`config.mk`:
```
export PLATFORM = sky130hd
export DESIGN_NAME = raster_timing_gen
export DESIGN_NICKNAME = d
export VERILOG_FILES = /design/src/rtl/rtg_pkg.sv /design/src/rtl/rtg_window.sv /design/src/rtl/rtg_ctrl.sv /design/src/rtl/rtg_datapath.sv /design/src/rtl/raster_timing_gen.sv
export SDC_FILE = /design/constraint.sdc
export NUM_CORES = 1
export LEC_CHECK = 0
export ABC_AREA = 1
export BUFFER_PORTS_ARGS = -buffer_cell sky130_fd_sc_hd__buf_2
export CORE_ASPECT_RATIO = 1.75
export CORE_UTILIZATION = 45
export DETAILED_ROUTE_END_ITERATION = 8
export GPL_TIMING_DRIVEN = 0
export PLACE_DENSITY = 0.75
export SLEW_MARGIN = 20
export SYNTH_ARGS = -nofsm -noshare
export SYNTH_HDL_FRONTEND = slang
export SYNTH_SLANG_ARGS = --single-unit
```
`constraint.sdc`:
```
create_clock -name clk -period 2.5 [get_ports clk]
set_input_delay 0 -clock clk [delete_from_list [all_inputs] [get_ports clk]]
set_output_delay 0 -clock clk [all_outputs]
set_load 0.005 [all_outputs]
```
`src/rtl/rtg_pkg.sv`:
```
package rtg_pkg;
  localparam int REG_W   = 8;
  localparam int HLO_W   = 2;
  localparam int H_LOG2  = 3;
  localparam int V_LOG2  = 2;
  localparam int CNT_W   = REG_W + HLO_W + 1;
  localparam int NWIN    = 3;
  localparam int WIN_CAP   = 0;
  localparam int WIN_SYNC  = 1;
  localparam int WIN_BLANK = 2;

  typedef struct packed {
    logic lineRestart;
    logic frameRestart;
  } rtgStrobe_t;
endpackage

```
`src/rtl/rtg_window.sv`:
```
module rtg_window #(
  parameter int W = 11
) (
  input  logic [W-1:0] cnt,
  input  logic [W-1:0] winStart,
  input  logic [W-1:0] winStop,
  output logic         active
);
  always_comb begin
    if (winStart <= winStop) active = (cnt >= winStart) && (cnt < winStop);
    else                     active = (cnt >= winStart) || (cnt < winStop);
  end
endmodule

```
`src/rtl/rtg_ctrl.sv`:
```
module rtg_ctrl
  import rtg_pkg::*;
(
  input  logic       clk,
  input  logic       rstN,
  input  logic       inHsync,
  input  logic       inVsync,
  input  logic       inHsPol,
  input  logic       inVsPol,
  output rtgStrobe_t strobe
);
  logic hAct, hActD, vAct, vActD;

  // Normalise to active-high, then detect the leading edge.
  always_ff @(posedge clk or negedge rstN) begin
    if (!rstN) begin
      hAct  <= 1'b0;
      hActD <= 1'b0;
      vAct  <= 1'b0;
      vActD <= 1'b0;
    end else begin
      hAct  <= inHsync ~^ inHsPol;
      hActD <= hAct;
      vAct  <= inVsync ~^ inVsPol;
      vActD <= vAct;
    end
  end

  assign strobe.lineRestart  = hAct & ~hActD;
  assign strobe.frameRestart = vAct & ~vActD;
endmodule

```
`src/rtl/rtg_datapath.sv`:
```
module rtg_datapath
  import rtg_pkg::*;
(
  input  logic                       clk,
  input  logic                       rstN,
  input  rtgStrobe_t                 strobe,
  input  logic [REG_W-1:0]           hTotalHi,
  input  logic [HLO_W-1:0]           hTotalLo,
  input  logic [NWIN-1:0][REG_W-1:0] hStartArr,
  input  logic [NWIN-1:0][REG_W-1:0] hStopArr,
  input  logic [NWIN-1:0][REG_W-1:0] vStartArr,
  input  logic [NWIN-1:0][REG_W-1:0] vStopArr,
  input  logic                       outHsPol,
  input  logic                       outVsPol,
  output logic                       outHsync,
  output logic                       outVsync,
  output logic                       hBlank,
  output logic                       vBlank,
  output logic                       hRef,
  output logic                       dispEn,
  output logic [CNT_W-1:0]           pixelCount,
  output logic [CNT_W-1:0]           lineCount,
  output logic [CNT_W-1:0]           vTotalMeas
);
  localparam logic [CNT_W-1:0] CNT_MAX = '1;

  logic [CNT_W-1:0] hTotal, hCnt, lCnt, meas;
  logic             hWrap, lineStart, lFull;
  logic [NWIN-1:0]  hWinAct, vWinAct;

  assign hTotal    = {hTotalHi, hTotalLo, 1'b0};
  assign hWrap     = (hCnt == hTotal - 1'b1);
  assign lineStart = strobe.lineRestart | hWrap;
  assign lFull     = (lCnt == CNT_MAX);

  always_ff @(posedge clk or negedge rstN) begin
    if (!rstN) begin
      hCnt <= '0;
      lCnt <= '0;
      meas <= '0;
    end else begin
      hCnt <= lineStart ? '0 : hCnt + 1'b1;
      if (strobe.frameRestart) begin
        lCnt <= '0;
        meas <= lFull ? CNT_MAX : lCnt + 1'b1;
      end else if (lineStart && !lFull) begin
        lCnt <= lCnt + 1'b1;
      end
    end
  end

  for (genvar g = 0; g < NWIN; g++) begin : gWin
    logic [CNT_W-1:0] hS, hE, vS, vE;
    assign hS = CNT_W'({hStartArr[g], {H_LOG2{1'b0}}});
    assign hE = CNT_W'({hStopArr[g],  {H_LOG2{1'b0}}});
    assign vS = CNT_W'({vStartArr[g], {V_LOG2{1'b0}}});
    assign vE = CNT_W'({vStopArr[g],  {V_LOG2{1'b0}}});
    rtg_window #(.W(CNT_W)) uHWin (.cnt(hCnt), .winStart(hS), .winStop(hE), .active(hWinAct[g]));
    rtg_window #(.W(CNT_W)) uVWin (.cnt(lCnt), .winStart(vS), .winStop(vE), .active(vWinAct[g]));
  end

  assign outHsync   = hWinAct[WIN_SYNC] ~^ outHsPol;
  assign outVsync   = vWinAct[WIN_SYNC] ~^ outVsPol;
  assign hBlank     = hWinAct[WIN_BLANK];
  assign vBlank     = vWinAct[WIN_BLANK];
  assign hRef       = ~(hWinAct[WIN_BLANK] | vWinAct[WIN_BLANK]);
  assign dispEn     = hWinAct[WIN_CAP] & vWinAct[WIN_CAP];
  assign pixelCount = hCnt;
  assign lineCount  = lCnt;
  assign vTotalMeas = meas;
endmodule

```
`src/rtl/raster_timing_gen.sv`:
```
module raster_timing_gen
  import rtg_pkg::*;
(
  input  logic             clk,
  input  logic             rstN,
  input  logic             inHsync,
  input  logic             inVsync,
  input  logic             inHsPol,
  input  logic             inVsPol,
  input  logic             outHsPol,
  input  logic             outVsPol,
  input  logic [REG_W-1:0] hCapStart,
  input  logic [REG_W-1:0] hCapEnd,
  input  logic [REG_W-1:0] hSyncStart,
  input  logic [REG_W-1:0] hSyncEnd,
  input  logic [REG_W-1:0] hBlankStart,
  input  logic [REG_W-1:0] hBlankEnd,
  input  logic [REG_W-1:0] hTotalHi,
  input  logic [HLO_W-1:0] hTotalLo,
  input  logic [REG_W-1:0] vCapStart,
  input  logic [REG_W-1:0] vCapEnd,
  input  logic [REG_W-1:0] vSyncStart,
  input  logic [REG_W-1:0] vSyncEnd,
  input  logic [REG_W-1:0] vBlankStart,
  input  logic [REG_W-1:0] vBlankEnd,
  output logic             outHsync,
  output logic             outVsync,
  output logic             hBlank,
  output logic             vBlank,
  output logic             hRef,
  output logic             dispEn,
  output logic [CNT_W-1:0] pixelCount,
  output logic [CNT_W-1:0] lineCount,
  output logic [CNT_W-1:0] vTotalMeas
);
  rtgStrobe_t                 strobe;
  logic [NWIN-1:0][REG_W-1:0] hStartArr, hStopArr, vStartArr, vStopArr;

  assign hStartArr = {hBlankStart, hSyncStart, hCapStart};
  assign hStopArr  = {hBlankEnd,   hSyncEnd,   hCapEnd};
  assign vStartArr = {vBlankStart, vSyncStart, vCapStart};
  assign vStopArr  = {vBlankEnd,   vSyncEnd,   vCapEnd};

  rtg_ctrl uCtrl (
    .clk(clk), .rstN(rstN), .inHsync(inHsync), .inVsync(inVsync),
    .inHsPol(inHsPol), .inVsPol(inVsPol), .strobe(strobe)
  );

  rtg_datapath uPath (
    .clk(clk), .rstN(rstN), .strobe(strobe),
    .hTotalHi(hTotalHi), .hTotalLo(hTotalLo),
    .hStartArr(hStartArr), .hStopArr(hStopArr),
    .vStartArr(vStartArr), .vStopArr(vStopArr),
    .outHsPol(outHsPol), .outVsPol(outVsPol),
    .outHsync(outHsync), .outVsync(outVsync),
    .hBlank(hBlank), .vBlank(vBlank), .hRef(hRef), .dispEn(dispEn),
    .pixelCount(pixelCount), .lineCount(lineCount), .vTotalMeas(vTotalMeas)
  );
endmodule

```
Word level (Yosys, flattened, before mapping)
Cells that the tools add are included.
{ "totals": {"in_bits": 114, "out_inout_bits": 39, "wordCells": 67, "register_bits": 37} }
{ "op_classes": {"muxes": 10, "magnitude_cmp": 18, "reduce_logical": 15, "n_bitwise": 12, "add_sub_neg": 3, "n_eq_ne": 2} }
{ "op_table": {"columns": ["operator", "n"], "rows": [
  ["$mux 11", 4],
  ["$ge 11x10->1", 3],
  ["$ge 11x11->1", 3],
  ["$le 11x11->1", 3],
  ["$lt 11x10->1", 3],
  ["$lt 11x11->1", 3],
  ["$le 10x10->1", 3],
  ["$add 11x1->11 const B", 2],
  ["$eq 11x11->1", 1],
  ["$eq 11x11->1 const B", 1],
  ["$sub 11x1->11 const B", 1],
  ["$logic_and 1x1->1", 7],
  ["$logic_or 1x1->1", 6],
  ["$mux 1", 6],
  ["$xnor 1x1->1", 4],
  ["$and 1x1->1", 3],
  ["$not 1->1", 3],
  ["$or 1x1->1", 2],
  ["$reduce_bool 2->1", 1],
  ["$logic_not 1->1", 1]
]} }

Longest topological paths before layout
{ "logic_depth": {"ltp_word": 6, "mapped_depth": 15, "ltp_nobuf": 15} }

Modules after synthesis
Synthesis repeated with hierarchy kept, for this count alone.
{ "unflattened": {"hier_cells": 1194, "area_unflattened_um2": 7574.8} }
{ "by_module_without_submodules": {"columns": ["mod", "cells_per_inst", "instances", "area_per_inst_um2", "seq_area_each_um2"], "rows": [
  ["rtg_window", 153, 6, 903.4, 0.0],
  ["rtg_datapath", 258, 1, 2001.9, 825.8],
  ["rtg_ctrl", 18, 1, 152.6, 100.1]
]} }

Least setup slack after synthesis
No wires, ideal clock.
{ "synth_timing": {"path_type": "flip-flop to flip-flop", "start": "register uPath.lCnt[0] (netlist: uPath.lineCount[0])", "end": "register uPath.lCnt[8] (netlist: uPath.lineCount[8])", "path_buffers": 1, "arrival_time_ns": 1.647, "required_ns": 2.381, "path_slack_ns": 0.734, "path_stages_with_launch": 12, "synth_period_minus_slack_ns": 1.766, "setup_ns": 0.119, "cell_sequence": "dfrtp_1 -> ha_1 -> nand3_2 -> nor2_2 -> inv_2 -> nor3b_4 -> nand2_2 -> nor2_4 -> nand2_4 -> buf_6 -> nand4_1 -> nand2_1"} }
{ "synth_between": {"elab_chain_len": 4, "elab_cells_between_ends": 7, "cone_classes": "add/sub: 1; eq/ne: 1; mux: 2; reduce/logical: 3"} }
{ "synth_rtl": {"columns": ["element", "line_no", "rtl"], "rows": [
  ["start, declared", "rtg_datapath.sv:27", "logic [CNT_W-1:0] hTotal, hCnt, lCnt, meas;"],
  ["start signal, assigned", "rtg_datapath.sv:47", "lCnt <= lCnt + 1'b1;"],
  ["parallel branches: the longest is 4 deep, another holds $add 11x1->11", null, null]
]} }
Several ways; the timed one is not identified. The select of a mux whose other input is x is not followed.
A chain may end at the register's enable or synchronous reset.

Worst setup path in the final report
{ "layout_timing": {"start": "register uPath.lCnt[6] (netlist: uPath.lineCount[6])", "end": "output dispEn"} }
{ "layout_between": {"elab_chain_len": 4, "elab_cells_between_ends": 6, "cone_classes": "order compare: 2; mux: 1; bitwise: 1; reduce/logical: 2"} }
{ "layout_rtl": {"columns": ["element", "line_no", "rtl"], "rows": [
  ["$ge 11x10->1 / $lt 11x10->1 (equally long branches)", "rtg_window.sv:10, rtg_window.sv:11", null],
  ["$logic_or 1x1->1 / $logic_and 1x1->1 (equally long branches)", "rtg_window.sv:11, rtg_window.sv:10", null],
  ["$mux 1 *", "rtg_window.sv:10", "if (winStart <= winStop) active = (cnt >= winStart) && (cnt < winStop);"],
  ["$and 1x1->1 *", "rtg_datapath.sv:67", "assign dispEn = hWinAct[WIN_CAP] & vWinAct[WIN_CAP];"],
  ["end, declared", "raster_timing_gen.sv:31", "output logic dispEn,"]
]} }
Every way passes the cells marked *; elsewhere a longest branch is shown, timed or not.

==> flow_metrics.env <==
export IMPL_path_class="flop to output port"
export IMPL_timing_final_ws_setup_ns=0.1799
export IMPL_dieWidth_um=88.15
export IMPL_cp_top_family="flip-flops"
export IMPL_antenna_cells=0
export IMPL_clockRootBuffer="clkbuf_16"
export IMPL_fin_crit_sh_pct=92.80
export IMPL_ir_drop_mv=0.2390
export IMPL_worstPathCellList="ha_1, a21o_1, o21ai_0, nand4_1, or2_2, nand3_1, inv_1, buf_2"
export IMPL_cp_end_kind="output port"
export IMPL_switching_share_pct=35.37
export IMPL_clk_pin_slew_ns=0.05
export IMPL_hold_class="input pin to output port"
export IMPL_grt_pass1_vias=5801
export IMPL_finalSetupViolations=0
export IMPL_finalHoldViolCount=0
export IMPL_overflow=0
export IMPL_clock_skew_ns=0.004494
export IMPL_netlist_area_mm2=0.005844
export IMPL_drc=0
export IMPL_postSynthCellCount=837
export IMPL_synthToLayoutAreaGrowth_pct=20.51
export IMPL_worstSkewPairLatency_ns=0.28
export IMPL_critPathMaxStageDelay_ns=0.68
export IMPL_combPwrFrac_pct=39.9
export IMPL_numCtsBuffers=5
export IMPL_dp_hpwl_mm=12.96
export IMPL_synth_yosys_warnings=0
export IMPL_layout_nets=1258
export IMPL_slew_headroom_pct=44.99
export IMPL_critPathMaxFanout=10
export IMPL_yosysSeqAreaShare_pct=15.84
export IMPL_worstPathArrival_ns=2.32
export IMPL_wl_mm=15.50
export IMPL_p_clk_share_pct=28.9
export IMPL_drt_iter0_drc=147
export IMPL_max_freq_mhz=431.0
export IMPL_routedWlPerCell_um=13.25
export IMPL_pwr_density_cell_mw_per_mm2=356.3
export IMPL_drive_above_1_share_pct=20.56
export IMPL_vias=5978
export IMPL_switchingPower_mw=0.8875
export IMPL_critical_path_buf_inv_count=2
export IMPL_slew_viol_final=0
export IMPL_viasPerCell=5.109
export IMPL_synth_avg_cell_area_um2=6.983
export IMPL_synthTopCellsByArea="ha_1 (31%), dfrtp_1 (16%), nand2_1 (11%)"
export IMPL_layout_commonest_cell="nand2_1"
export IMPL_total_leakage_power_nw=4.301
export IMPL_yosysTopAreaCellShare_pct=30.61
export IMPL_layout_min_cycle_time_ns=2.320
export IMPL_synth_largest_area_cell="ha_1"
export IMPL_worstMarginPinSlew_ns=0.8251
export IMPL_drt_first_pass_iters=4
export IMPL_maxCapViolations=0
export IMPL_cts_buffer_depth=2
export IMPL_start_util_pct=46.51
export IMPL_grt_pass1_wl_mm=25.05
export IMPL_cpMaxStageDelayCell="dfrtp_1"
export IMPL_io_pins=153
export IMPL_start_kind="flop"
export IMPL_die_area_mm2=0.01346
export IMPL_core_mm2=0.01257
export IMPL_portBuffers=152
export IMPL_die_h_um=152.8
export IMPL_cts_tree="built"
export IMPL_place_congestion=0.9087
export IMPL_synth_net_count=1094
export IMPL_reg2regPathDepth=10
export IMPL_ys_types=44
export IMPL_required_ns=2.50
export IMPL_clock_sinks=37
export IMPL_track_usage_pct=23.56
export IMPL_whs_path_depth=4
export IMPL_status="complete, no violations"
export IMPL_grt_max_degree=38
export IMPL_p_seq_share_pct=31.2
export IMPL_antenna_found_initial=0
export IMPL_p_int_mw=1.622
export IMPL_htreeDepth=2
export IMPL_rsz0062_at_grt="no"
export IMPL_postRouteAntennaNets=0
export IMPL_tns_ns=0
export IMPL_crit_cells=8
export IMPL_ys_ff_latch=37
export IMPL_pre_cts_ws_ns=0.3808
export IMPL_rows=54
export IMPL_layout_common_cells="nand2_1 (175), buf_2 (153), inv_1 (152)"
[sequential cells by signal, summed over array words and instances, names as in the netlist]
register,count
uCtrl.vActD,1
uPath.vTotalMeas,11
uCtrl.hAct,1
uCtrl.vAct,1
uPath.lineCount,11
uCtrl.hActD,1
uPath.pixelCount,11
[layout make-up]
type	count	area (µm²)
plain buffers	7	66.31
fillers	1309	5524
repair buffers	157	810.8
clock inverters	1	30.03
inverters	158	595.6
flip-flops and latches	37	930.9
clock buffers	7	142.6
well taps	168	210.2
multi-input cells	635	4257
[power groups by stage]
stage | clock network, mW | registers (mW) | logic, mW
CTS | 0.744 | 0.786 | 1.02
global placement | 0 | 0.791 | 0.984
global route | 0.762 | 0.802 | 1.15
detailed placement | 0 | 0.796 | 1.00
finish | 0.725 | 0.783 | 1.00
floorplan | 0 | 0.781 | 0.598
[kinds of logic after synthesis]
logic type      synth area share, %
fa+ha+maj                     30.61
flops                         15.84
buf+inv                       11.33
compound gates                11.95
simple gates                  28.32
xor+xnor                      1.948
[metal layers]
layer	part of all wire, %	vias to the layer above	track usage [%]
met5	0	-	0
met4	2.4	0	7.066
met3	4.1	29	3.304
li1	-	3097	-
met2	57	148	49.35
met1	36	2704	21.88
[what timing repair did]
action / 4_1_cts / 5_1_grt
endpoints found under the hold margin: 39 / 0
hold buffers: 5 / 0
setup buffers: 0 / 0
setup endpoints to repair: 0 / 1
resized for setup: 0 / 4
[Yosys cell counts, drive strengths merged]
library cell,number
nand2,181
ha,143
o211ai,5
nand3,39
nand4,27
xnor2,3
a211oi,2
a21oi,70
clkbuf,2
a31oi,1
o2111ai,2
o21a,7
o21ai,24
nor4,1
nand3b,7
buf,5
or2,3
xor2,10
a21boi,1
o22a,3
a31o,1
nor3,11
a21o,4
nor3b,6
inv,158
nor2,84
dfrtp,37
[metrics by stage]
step           power (mW)  utilization (%)  instances  cell area (µm²)  hold slack [ns]
2_1_floorplan       1.378                -        837             5844          -0.2956
3_3_place_gp        1.775            54.23       1157             6815           0.1431
3_5_place_dp        1.798            54.23       1157             6815           0.1493
4_1_cts             2.546            56.00       1170             7038           0.2712
5_1_grt             2.714            56.04       1170             7043           0.2889
6_report            2.509            56.04       1170             7043           0.2690
[final timing paths]
| check | start | slack [ns] | to |
|---|---|---|---|
| hold reg to reg | uCtrl.hAct | 0.38 | uCtrl.hActD |
| min in group asynchronous | rstN | 0.36 | uPath.pixelCount[2] |
| hold / removal | outVsPol | 0.27 | outVsync |
| setup reg to reg | uPath.lineCount[3] | 0.46 | uPath.lineCount[6] |
| setup / recovery | uPath.lineCount[6] | 0.18 | dispEn |
| max in group asynchronous | rstN | 1.56 | uPath.pixelCount[6] |
[worst min-delay path, cell delays in order]
cell and delay [ns]:
buf_2 0.08, nand2_1 0.04, nand2_1 0.05, buf_2 0.10
Note: power is estimated with default switching activity, not from simulation.
